--- src/rtl/nvm_irq_pkg.sv ---
package nvm_irq_pkg;
   localparam int unsigned NUM_FLAGS = 10;
   localparam int unsigned MIN_WORD  = 14;

   typedef enum int unsigned {
      FL_DONE = 0, FL_KEY = 1, FL_CFG = 2, FL_FIFO = 3, FL_BUS = 4,
      FL_WP = 5, FL_OP = 6, FL_SEC = 7, FL_RSTBO = 8, FL_WRFAIL = 9
   } flag_idx_e;

   // bit position in the register word for each flag index
   function automatic int unsigned flag_pos(input int unsigned idx);
      return (idx < 8) ? idx : idx + 4;
   endfunction

   localparam logic [31:0] FLAG_MASK = 32'h0000_30FF;
endpackage

--- src/rtl/nvm_irq_flag_cell.sv ---
module nvm_irq_flag_cell (
   input  logic clk,
   input  logic rst_n,
   input  logic set_i,
   input  logic clr_i,
   output logic q_o
);
   // set has priority so no hardware event is lost
   always_ff @(posedge clk) begin
      if (!rst_n)      q_o <= 1'b0;
      else if (set_i)  q_o <= 1'b1;
      else if (clr_i)  q_o <= 1'b0;
   end
endmodule

--- src/rtl/nvm_irq_gen.sv ---
module nvm_irq_gen #(
   parameter int unsigned WIDTH      = 32,
   parameter bit          REGISTERED = 1'b1
) (
   input  logic             clk,
   input  logic             rst_n,
   input  logic [WIDTH-1:0] flags_i,
   input  logic [WIDTH-1:0] en_i,
   output logic             irq_o
);
   logic req;
   assign req = |(flags_i & en_i);

   generate
      if (REGISTERED) begin : g_reg
         always_ff @(posedge clk) begin
            if (!rst_n) irq_o <= 1'b0;
            else        irq_o <= req;
         end
      end else begin : g_comb
         logic clk_rst_unused;
         assign clk_rst_unused = clk ^ rst_n;
         assign irq_o = req;
      end
   endgenerate
endmodule

--- src/rtl/nvm_irq_flags.sv ---
module nvm_irq_flags
   import nvm_irq_pkg::*;
#(
   parameter int unsigned DATA_W       = 32,
   parameter bit          IRQ_REGISTER = 1'b1
) (
   input  logic              clk,
   input  logic              rst_n,
   input  logic              bus_wr_en,
   input  logic [DATA_W-1:0] bus_wdata,
   output logic [DATA_W-1:0] bus_rdata,
   input  logic              busy,
   input  logic              op_active,
   input  logic              ev_done,
   input  logic              ev_key_err,
   input  logic              ev_cfg_err,
   input  logic              ev_fifo_err,
   input  logic              ev_bus_err,
   input  logic              ev_wp_err,
   input  logic              ev_op_err,
   input  logic              ev_sec_err,
   input  logic              ev_rst_brown,
   input  logic              ev_wr_err,
   input  logic [DATA_W-1:0] irq_en,
   output logic              irq
);
   localparam logic [DATA_W-1:0] WMASK = DATA_W'(FLAG_MASK);

   generate
      if (DATA_W < MIN_WORD) begin : g_bad_width
         $error("nvm_irq_flags: DATA_W must be at least %0d", MIN_WORD);
      end
   endgenerate

   logic [NUM_FLAGS-1:0] hw_set;
   logic [NUM_FLAGS-1:0] sw_clr;
   logic [NUM_FLAGS-1:0] flag_q;
   logic                 clr_ok;
   logic [DATA_W-1:0]    word;
   logic                 wdata_spare_unused;

   assign hw_set[FL_DONE]   = ev_done;
   assign hw_set[FL_KEY]    = ev_key_err;
   assign hw_set[FL_CFG]    = ev_cfg_err;
   assign hw_set[FL_FIFO]   = ev_fifo_err;
   assign hw_set[FL_BUS]    = ev_bus_err;
   assign hw_set[FL_WP]     = ev_wp_err;
   assign hw_set[FL_OP]     = ev_op_err;
   assign hw_set[FL_SEC]    = ev_sec_err;
   assign hw_set[FL_RSTBO]  = ev_rst_brown & op_active;
   assign hw_set[FL_WRFAIL] = ev_wr_err;

   assign clr_ok             = bus_wr_en & ~busy;
   assign wdata_spare_unused = ^(bus_wdata & ~WMASK);

   always_comb begin
      word = '0;
      for (int unsigned i = 0; i < NUM_FLAGS; i++) begin
         word[flag_pos(i)] = flag_q[i];
      end
   end

   genvar gi;
   generate
      for (gi = 0; gi < NUM_FLAGS; gi++) begin : g_flag
         assign sw_clr[gi] = clr_ok & bus_wdata[flag_pos(gi)];
         nvm_irq_flag_cell u_cell (
            .clk   (clk),
            .rst_n (rst_n),
            .set_i (hw_set[gi]),
            .clr_i (sw_clr[gi]),
            .q_o   (flag_q[gi])
         );
      end
   endgenerate

   assign bus_rdata = word;

   nvm_irq_gen #(
      .WIDTH      (DATA_W),
      .REGISTERED (IRQ_REGISTER)
   ) u_irq (
      .clk     (clk),
      .rst_n   (rst_n),
      .flags_i (word),
      .en_i    (irq_en),
      .irq_o   (irq)
   );
endmodule

--- config.mk ---
export PLATFORM = sky130hd
export DESIGN_NAME = nvm_irq_flags
export DESIGN_NICKNAME = d
export VERILOG_FILES = /design/src/rtl/nvm_irq_pkg.sv /design/src/rtl/nvm_irq_flag_cell.sv /design/src/rtl/nvm_irq_gen.sv /design/src/rtl/nvm_irq_flags.sv
export SDC_FILE = /design/constraint.sdc
export NUM_CORES = 1
export LEC_CHECK = 0
export CORE_AREA = 8 8 45 47
export CTS_BUF_LIST = sky130_fd_sc_hd__clkbuf_16
export DETAILED_ROUTE_END_ITERATION = 8
export DIE_AREA = 0 0 53 55
export DONT_BUFFER_PORTS = 1
export PLACE_DENSITY = 0.68
export SKIP_CTS_REPAIR_TIMING = 1
export SLEW_MARGIN = 20
export SYNTH_ARGS = -nofsm -noshare
export SYNTH_HDL_FRONTEND = slang
export SYNTH_SLANG_ARGS = --single-unit
--- constraint.sdc ---
create_clock -name clk -period 1.37 [get_ports clk]
set_input_delay 0.274 -clock clk [delete_from_list [all_inputs] [get_ports clk]]
set_output_delay 0.274 -clock clk [all_outputs]
set_load 0.01 [all_outputs]
==> results of run 1 <==
## report_power, final
group / switching [uW] / total (uW) / leakage (uW) / internal, uW
sequential: 31.3 / 378 / 0.0000921 / 346
combinational: 48.4 / 83.6 / 0.000148 / 35.2
clock: 127 / 509 / 0.0000423 / 382
total: 207 / 970 / 0.000283 / 763
## metal layers
metal / vias to the layer above / share of wire
li1: 186 / -
met1: 169 / 0.28
met2: 35 / 0.49
met4: 0 / 0
met3: 0 / 0.23
met5: - / 0
## flip-flops by register name, summed over array words and instances, names as in the netlist
register / flops
g_flag.u_cell.q_o: 10
u_irq.irq_o: 1
## cell usage after synthesis (all sizes together)
cell type / instances / area (um^2)
buf: 34 / 256
dfxtp: 11 / 220
a21boi: 9 / 67.6
o21a: 9 / 67.6
a221oi: 2 / 17.5
a22o: 2 / 17.5
a21bo: 1 / 10.0
a21oi: 1 / 8.76
a22oi: 1 / 7.51
a31oi: 1 / 6.26
conb: 1 / 3.75
inv: 1 / 3.75
nand2: 1 / 3.75
nor2b: 1 / 13.8
## metrics by stage
step | hold WS [ps] | util | std cells | setup WS, ps
after floorplan | 398 | - | 96 | 459
after global placement | 393 | 0.395 | 78 | 317
after detailed placement | 398 | 0.395 | 78 | 316
after CTS | 158 | 0.452 | 82 | 308
after global routing | 156 | 0.452 | 82 | 260
final | 159 | 0.452 | 82 | 333
## layout make-up
| type | instances | area, um^2 | area share |
|---|---|---|---|
| tap | 16 | 20.0 | 0.0320 |
| clock buffer | 3 | 75.1 | 0.120 |
| sequential | 11 | 220 | 0.352 |
| clock inverter | 1 | 3.75 | 0.00600 |
| inverter | 1 | 3.75 | 0.00600 |
| multi-input combinational | 50 | 303 | 0.484 |
## final timing paths
| kind | start | slack, ps | cells past startpoint | end |
|---|---|---|---|---|
| min | rst_n | 160 | 1 | g_flag[0].u_cell.q_o$_SDFFE_PN0P_ |
| min reg2reg | g_flag[6].u_cell.q_o$_SDFFE_PN0P_ | 640 | 2 | u_irq.irq_o$_SDFF_PN0_ |
| max | g_flag[2].u_cell.q_o$_SDFFE_PN0P_ | 330 | 3 | u_irq.irq_o$_SDFF_PN0_ |
| max reg2reg | g_flag[2].u_cell.q_o$_SDFFE_PN0P_ | 330 | 3 | u_irq.irq_o$_SDFF_PN0_ |
## worst max-delay path: stages, from the launching register on
cell and delay (ps):
dfxtp_1 350, a22o_1 220, a221oi_1 230, a31oi_1 110
## kinds of logic (layout without fill, tap and decap cells)
family	count (synthesis)	in the layout
AO/OA/AOI/OAI	26	26
buffers and inverters	35	5
flip-flops	11	11
other	1	22
AND/OR/NAND/NOR	2	2
==> results.md, run 1 <==
* Outcome: completed
* Layout cell share with drive strength beyond 1 at 0.0758
* Power Density at 1550 nW/um^2
* DRT iter0 DRCs at 0
* Die height at about 55 um
* Startpoint Class: flop
* Slew Limit Fails at 0
* Final setup vio count at 0
* Period minus WS final at between 1000 and 1500 ps
* Ys Warns at 0
* Post-route ant nets at 0
* Simple-Gate Fraction of Synth Area at 0.0249
* CP required at between 1000 and 1500 ps
* Commonest non-fill, non-tap cell in the layout: conb_1
* GRT met2 Usage at 0.156
* Dpl hpwl at between 1000 and 1500 um
* Synth Area in Adders at 0
* Num CTS Buffers at 3
* Core area at approximately 1400 um^2
* Syn-to-layout area delta at -11.2%
* Leakage at roughly 0.00028 uW
* RSZ-0062 raised after global routing: no
* Register bit total from synthesis at 11
* Clock transition at path regs at 40 ps
* Main combinational cell family by area after synthesis: buffers and inverters
* Chip Width at roughly 53 um
* Post-synthesis xor/xnor area fraction at 0
* Die area at about 2900 um^2
* Vias/cell at between 4 and 5
* WP data arrival at approximately 1100 ps
* Cell Rows at 14
* Initial Utilization at 0.509
* Peak supply drop at ~0.83 mV
* Initial antenna violation count at 0
* Largest net degree at the start of global routing at 11
* Root Buffer: clkbuf_16
* Fin nets at ~150
* Register area share after synthesis at 0.313
* Worst setup EP type: flop
* Ports at 112
* Vias in the first global route at 447
* Synth Area per Inst at between 9 and 10 um^2
* Fillers at 138
* Synthesized area at just over 700 um^2
* M3 GR Usage at 0.0802
* CTS H-tree lvls at 1
* Total power at 970 uW
* Met1 GRT Util at 0.0703
* Vias at between 300 and 400
* Gr usage total at 0.0887
* Drt drc at 0
* GRT busiest layer: met2
* Max-cap check violation count at 0
* Post-Route WL at 1500 um
* Hold Crit Class: input pin to flop
* Cell area after layout at around 630 um^2
* Sink Count at 11
* Clock Skews at 0.726 ps
* RePlAce Congestion at roughly 0.59
* Setup TNS at 0 ps
* First-pass DRT Iterations at 1
* Worst Path Max Fanout at 3
* F_max at 964 MHz
* Period utilization at 0.757
* GRT overflow at 0
* Post-synthesis mux area share at 0
* Clock latency at the later pin of the worst-skew pair at about 230 ps
* Most frequent cells in the layout: 22 x conb_1, 11 x dfxtp_1, 9 x a21boi_0, 9 x o21a_1, 3 x clkbuf_16
* Setup CP Type: flop to flop
* Post-synthesis compound-gate area fraction at 0.288
* First-pass GRT wire length at 1930 um
* Placed cell areas at 547 um^2
* Ant. Diodes at 0
* Synth unique cells at 16
* Routed len/inst at 18.2 um
* Synth Instances at 75
* Clock Tree Buf Depth at 2
* I/O Buffers at 0
* CTS tree: built
* Final Hold Vio Count at 0
(Power assumes the default switching activity.)
==> inputs of run 2 (changes only) <==
==> constraint.sdc (replaced) <==
create_clock -name clk -period 0.96 [get_ports clk]
set_input_delay 0.192 -clock clk [delete_from_list [all_inputs] [get_ports clk]]
set_output_delay 0.192 -clock clk [all_outputs]
set_load 0.01 [all_outputs]
==> run 2 against run 1 <==
  * Flip-flop and latch count did not move
  * Fmax rose by 14%
  * Global-route usage fell by 0.48 points
  * Register-to-register slack worse by 290 ps
  * Worst setup slack got worse by 290 ps
  * Clock power grew 43%
==> results.md, run 2 (synthesized netlist as in run 1, its figures left out) <==
* RSZ-0062 raised after global routing: yes
* Largest net degree at the start of global routing at 11
* Vias in the first global route at approximately 450
* FF/Latch Area at ~220 um^2
* Gr usage total at 0.0839
* Clock latency at the later pin of the worst-skew pair at approximately 230 ps
* Initial Utilization at 0.509
* Clock Skews at roughly 1.8 ps
* CTS H-tree lvls at 1
* FF-to-FF End: u_irq.irq_o$_SDFF_PN0_
* CP required at between 1000 and 1500 ps
* Vias at just over 400
* Die height at ~55 um
* Root Buffer: clkbuf_16
* Num CTS Buffers at 3
* Period minus WS final at around 910 ps
* Fin nets at approximately 150
* Power Density at between 2000 and 2500 nW/um^2
* Worst Path Max Fanout at 2
* Clock transition at path regs at 40 ps
* Ports at 112
* Commonest non-fill, non-tap cell in the layout: conb_1
* Worst setup margin at about 47 ps
* Clock Tree Buf Depth at 2
* Ant. Diodes at 0
* Vias/cell at 4.57
* Routed len/inst at roughly 17 um
* Reg-to-Reg Start: g_flag[9].u_cell.q_o$_SDFFE_PN0P_
* Reg with most FFs: g_flag.u_cell.q_o
* Chip Width at roughly 53 um
* Dpl hpwl at 1320 um
* Post-Route WL at ~1500 um
* Die area at between 2000 and 3000 um^2
* Setup CP Type: flop to flop
* Worst setup EP type: flop
* DRT iter0 DRCs at 4
* Hold path cells at 1
* Slew Limit Fails at 0
* Initial antenna violation count at 0
* Outcome: completed
* Worst R2R Setup Slack at roughly 47 ps
* Placed cell count at 86
* Startpoint Class: flop
* CTS tree: built
* Multi-input logic area at roughly 320 um^2
* Biggest regs: g_flag.u_cell.q_o: 10 flops, u_irq.irq_o: 1 flops
* Hold Startpoint: rst_n
* Hold EP: g_flag[7].u_cell.q_o$_SDFFE_PN0P_
* Peak supply drop at ~1.1 mV
* Hold Crit Class: input pin to flop
* Syn-to-layout area delta at -0.533%
* I/O Buffers at 0
* Layout cell share with drive strength beyond 1 at 0.230
* Most frequent cells in the layout: 22 x conb_1, 9 x a21boi_0, 9 x o21a_1, 9 x dfxtp_1, 8 x buf_4
* Period utilization at 0.952
* Fillers at 134
* Drt drc at 0
* Final hold slack at roughly 76 ps
* Post-route ant nets at 0
* Sink Count at 11
* Leakage at around 0.00033 uW
* Core area at around 1400 um^2
* RePlAce Congestion at 0.598
* First-pass DRT Iterations at 2
* Cell Rows at 14
* Max-cap check violation count at 0
* Dpl ws at -38.1 ps
* FF-to-FF path depth at 3
* Final setup vio count at 0
* Finished Layout Cells at 90
* Final Hold Vio Count at 0
* F_max at 1090 MHz
* GRT overflow at 0
* WP data arrival at approximately 1000 ps
* First-pass GRT wire length at 1840 um
* Max reg flops at 10
-- run 2: cell types whose count changed in the layout (fill, tap and decap cells not counted), sizes merged --
cell | before | now
buf | 0 | 8
-- run 2: layout make-up --
type                            count  area share
Multi-Input combinational cell     50       0.450
Sequential cell                    11       0.318
Clock buffer                        3       0.107
Timing Repair Buffer                8      0.0857
Tap cell                           16      0.0286
Clock inverter                      1     0.00536
Inverter                            1     0.00536
-- run 2: per-layer routing --
metal,routed length (um),up-vias,global-route usage,share of wire
met5,0,-,0,0
met4,0,0,0.0259,0
met3,294,0,0.0642,0.20
met2,734,35,0.146,0.49
met1,467,175,0.0736,0.31
li1,-,201,-,-
-- run 2: worst max path at each step --
stage	cells past startpoint	endpoint	slack, ps	from
after CTS	3	u_irq.irq_o$_SDFF_PN0_	-40	g_flag[2].u_cell.q_o$_SDFFE_PN0P_
final	3	u_irq.irq_o$_SDFF_PN0_	50	g_flag[9].u_cell.q_o$_SDFFE_PN0P_
after global routing	3	u_irq.irq_o$_SDFF_PN0_	-10	g_flag[9].u_cell.q_o$_SDFFE_PN0P_
after floorplan	3	u_irq.irq_o$_SDFF_PN0_	50	g_flag[2].u_cell.q_o$_SDFFE_PN0P_
after detailed placement	3	u_irq.irq_o$_SDFF_PN0_	-40	g_flag[2].u_cell.q_o$_SDFFE_PN0P_
after global placement	3	u_irq.irq_o$_SDFF_PN0_	-30	g_flag[9].u_cell.q_o$_SDFFE_PN0P_
-- run 2: report_power, final --
part / leakage (uW) / internal [uW] / switching [uW] / total (uW)
clock network: 0.0000423 / 545 / 184 / 728
registers: 0.0000927 / 495 / 27.1 / 522
logic: 0.000193 / 82.0 / 94.5 / 177
total: 0.000328 / 1120 / 305 / 1430
-- run 2: through the flow --
step / cell area, um^2 / utilization / total power, uW / setup TNS, ps
final: 701 / 0.506 / 1430 / 0
after global routing: 701 / 0.506 / 1490 / -12.2
after CTS: 686 / 0.495 / 1440 / -41.4
after detailed placement: 607 / 0.439 / 697 / -38.1
after global placement: 607 / 0.439 / 695 / -32.0
after floorplan: 783 / - / 761 / 0
-- run 2: worst max-delay path: stages, from the launching register on --
cell and delay (ps):
dfxtp_2 310, a22o_1 210, a221oi_2 170, a31oi_1 100
==> inputs of run 3 (changes only) <==
--- a/config.mk
+++ b/config.mk
@@ -5,10 +5,10 @@
 export SDC_FILE = /design/constraint.sdc
 export NUM_CORES = 1
 export LEC_CHECK = 0
-export CORE_AREA = 8 8 45 47
+export CORE_AREA = 4 4 41 43
 export CTS_BUF_LIST = sky130_fd_sc_hd__clkbuf_16
 export DETAILED_ROUTE_END_ITERATION = 8
-export DIE_AREA = 0 0 53 55
+export DIE_AREA = 0 0 45 47
 export DONT_BUFFER_PORTS = 1
 export PLACE_DENSITY = 0.68
 export SKIP_CTS_REPAIR_TIMING = 1
==> run 3 against run 2 <==
  * Count of clock-buffer cells in the layout is the same
  * Final area decreased by 0.54%
  * Hold slack worse by 2.6 ps
  * Sequential power about the same
  * Clock power increased by 1%
  * Register-to-register slack barely moved
  * Critical endpoint is now bus_rdata[12]
  * Critical path depth down 2
  * First-iteration DRC count shrank 75%
==> results.md, run 3 (synthesized netlist as in run 1, its figures left out) <==
* Peak supply drop at 1.14 mV
* RePlAce Congestion at between 0.6 and 0.7
* Max-cap check violation count at 0
* Routed len/inst at between 10 and 15 um
* First-pass GRT wire length at 1780 um
* Drt drc at 0
* GRT overflow at 0
* Layout cell share with drive strength beyond 1 at 0.203
* Worst Path Buf+Inv at 1
* Largest net degree at the start of global routing at 11
* Initial antenna violation count at 0
* Ports at between 100 and 150
* CTS H-tree lvls at 1
* Worst R2R Setup Slack at ~50 ps
* Setup CP Type: flop to output pin
* FF-to-FF path depth at 3
* Fin util at 0.536
* WP data arrival at 730 ps
* Startpoint Class: flop
* Period minus WS final at just over 900 ps
* F_max at 1090 MHz
* Period utilization at 0.956
* Vias at between 400 and 500
* Leakage at around 0.00033 uW
* Chip Width at ~45 um
* DRT iter0 DRCs at 1
* Clock transition at path regs at 40 ps
* Worst Path Max Fanout at 3
* Syn-to-layout area delta at -1.07%
* Most frequent cells in the layout: 22 x conb_1, 11 x dfxtp_1, 9 x a21boi_0, 9 x o21a_1, 8 x buf_4
* WP depth at 1
* Root Buffer: clkbuf_16
* Cell family with most CP delay: flip-flops
* CP max stage cell: dfxtp_1
* CTS tree: built
* Core area at approximately 1300 um^2
* Outcome: completed
* Commonest non-fill, non-tap cell in the layout: conb_1
* Clock Skews at 1.15 ps
* Gr usage total at 0.123
* Post-Route WL at between 1000 and 1500 um
* Vias/cell at 4.90
* Hold Crit Class: input pin to flop
* Initial Utilization at 0.541
* Post-route ant nets at 0
* Die height at approximately 47 um
* Max reg flops at 10
* Final hold slack at 73.7 ps
* Clock Tree Buf Depth at 2
* RSZ-0062 raised after global routing: yes
* Setup TNS at 0 ps
* Cell Rows at 13
* CP required at 770 ps
* Final Hold Vio Count at 0
* Fin nets at between 150 and 200
* Reg with most FFs: g_flag.u_cell.q_o
* Vias in the first global route at between 400 and 500
* CP cell instances: buf_4
* Hold path cells at 1
* Final setup vio count at 0
* First-pass DRT Iterations at 2
* I/O Buffers at 0
* Slew Limit Fails at 0
* Sink Count at 11
* Max stage delay on crit path at 360 ps
* Ant. Diodes at 0
* Num CTS Buffers at 3
* Die area at roughly 2100 um^2
* Clock latency at the later pin of the worst-skew pair at about 230 ps
* Worst setup EP type: output pin
* Dpl hpwl at roughly 1100 um
* Power Density at about 2100 nW/um^2
* Biggest regs: g_flag.u_cell.q_o: 10 flops, u_irq.irq_o: 1 flops
[run 3: cell counts in the layout (fill, tap and decap cells not counted)]
No cell type changed its count.
[run 3: cell type report]
| class | count | area (um^2) |
|---|---|---|
| multi-input combinational | 50 | 315 |
| clock inverter | 1 | 3.75 |
| clock buffer | 3 | 75.1 |
| inverter | 1 | 3.75 |
| timing repair buffer | 8 | 60.1 |
| fill | 127 | 604 |
| sequential | 11 | 220 |
| tap | 15 | 18.8 |
[run 3: final timing paths]
check / from / endpoint
setup / recovery: g_flag[8].u_cell.q_o$_SDFFE_PN0P_ / bus_rdata[12]
hold / removal: rst_n / g_flag[7].u_cell.q_o$_SDFFE_PN0P_
setup reg to reg: g_flag[2].u_cell.q_o$_SDFFE_PN0P_ / u_irq.irq_o$_SDFF_PN0_
hold reg to reg: g_flag[1].u_cell.q_o$_SDFFE_PN0P_ / u_irq.irq_o$_SDFF_PN0_
[run 3: layer usage]
| layer | track usage | up-vias | share of wire |
|---|---|---|---|
| met2 | 0.178 | 44 | 0.45 |
| met4 | 0.0702 | 0 | 0.0062 |
| met5 | 0 | - | 0 |
| li1 | - | 201 | - |
| met1 | 0.141 | 189 | 0.35 |
| met3 | 0.0728 | 2 | 0.19 |
[run 3: power by group]
group	total, uW	internal, uW	switching [uW]
combinational	175	81.9	93.1
clock	736	545	190
sequential	520	494	26.1
[run 3: through the flow]
| stage | std cells | setup slack, ps | area [um^2] | total power [uW] |
|---|---|---|---|---|
| after floorplan | 96 | 49.0 | 783 | 761 |
| after global placement | 85 | -29.1 | 606 | 693 |
| after detailed placement | 85 | -33.8 | 606 | 697 |
| after CTS | 89 | -41.0 | 684 | 1450 |
| after global routing | 89 | -42.2 | 697 | 1510 |
| final | 89 | 42.4 | 697 | 1430 |
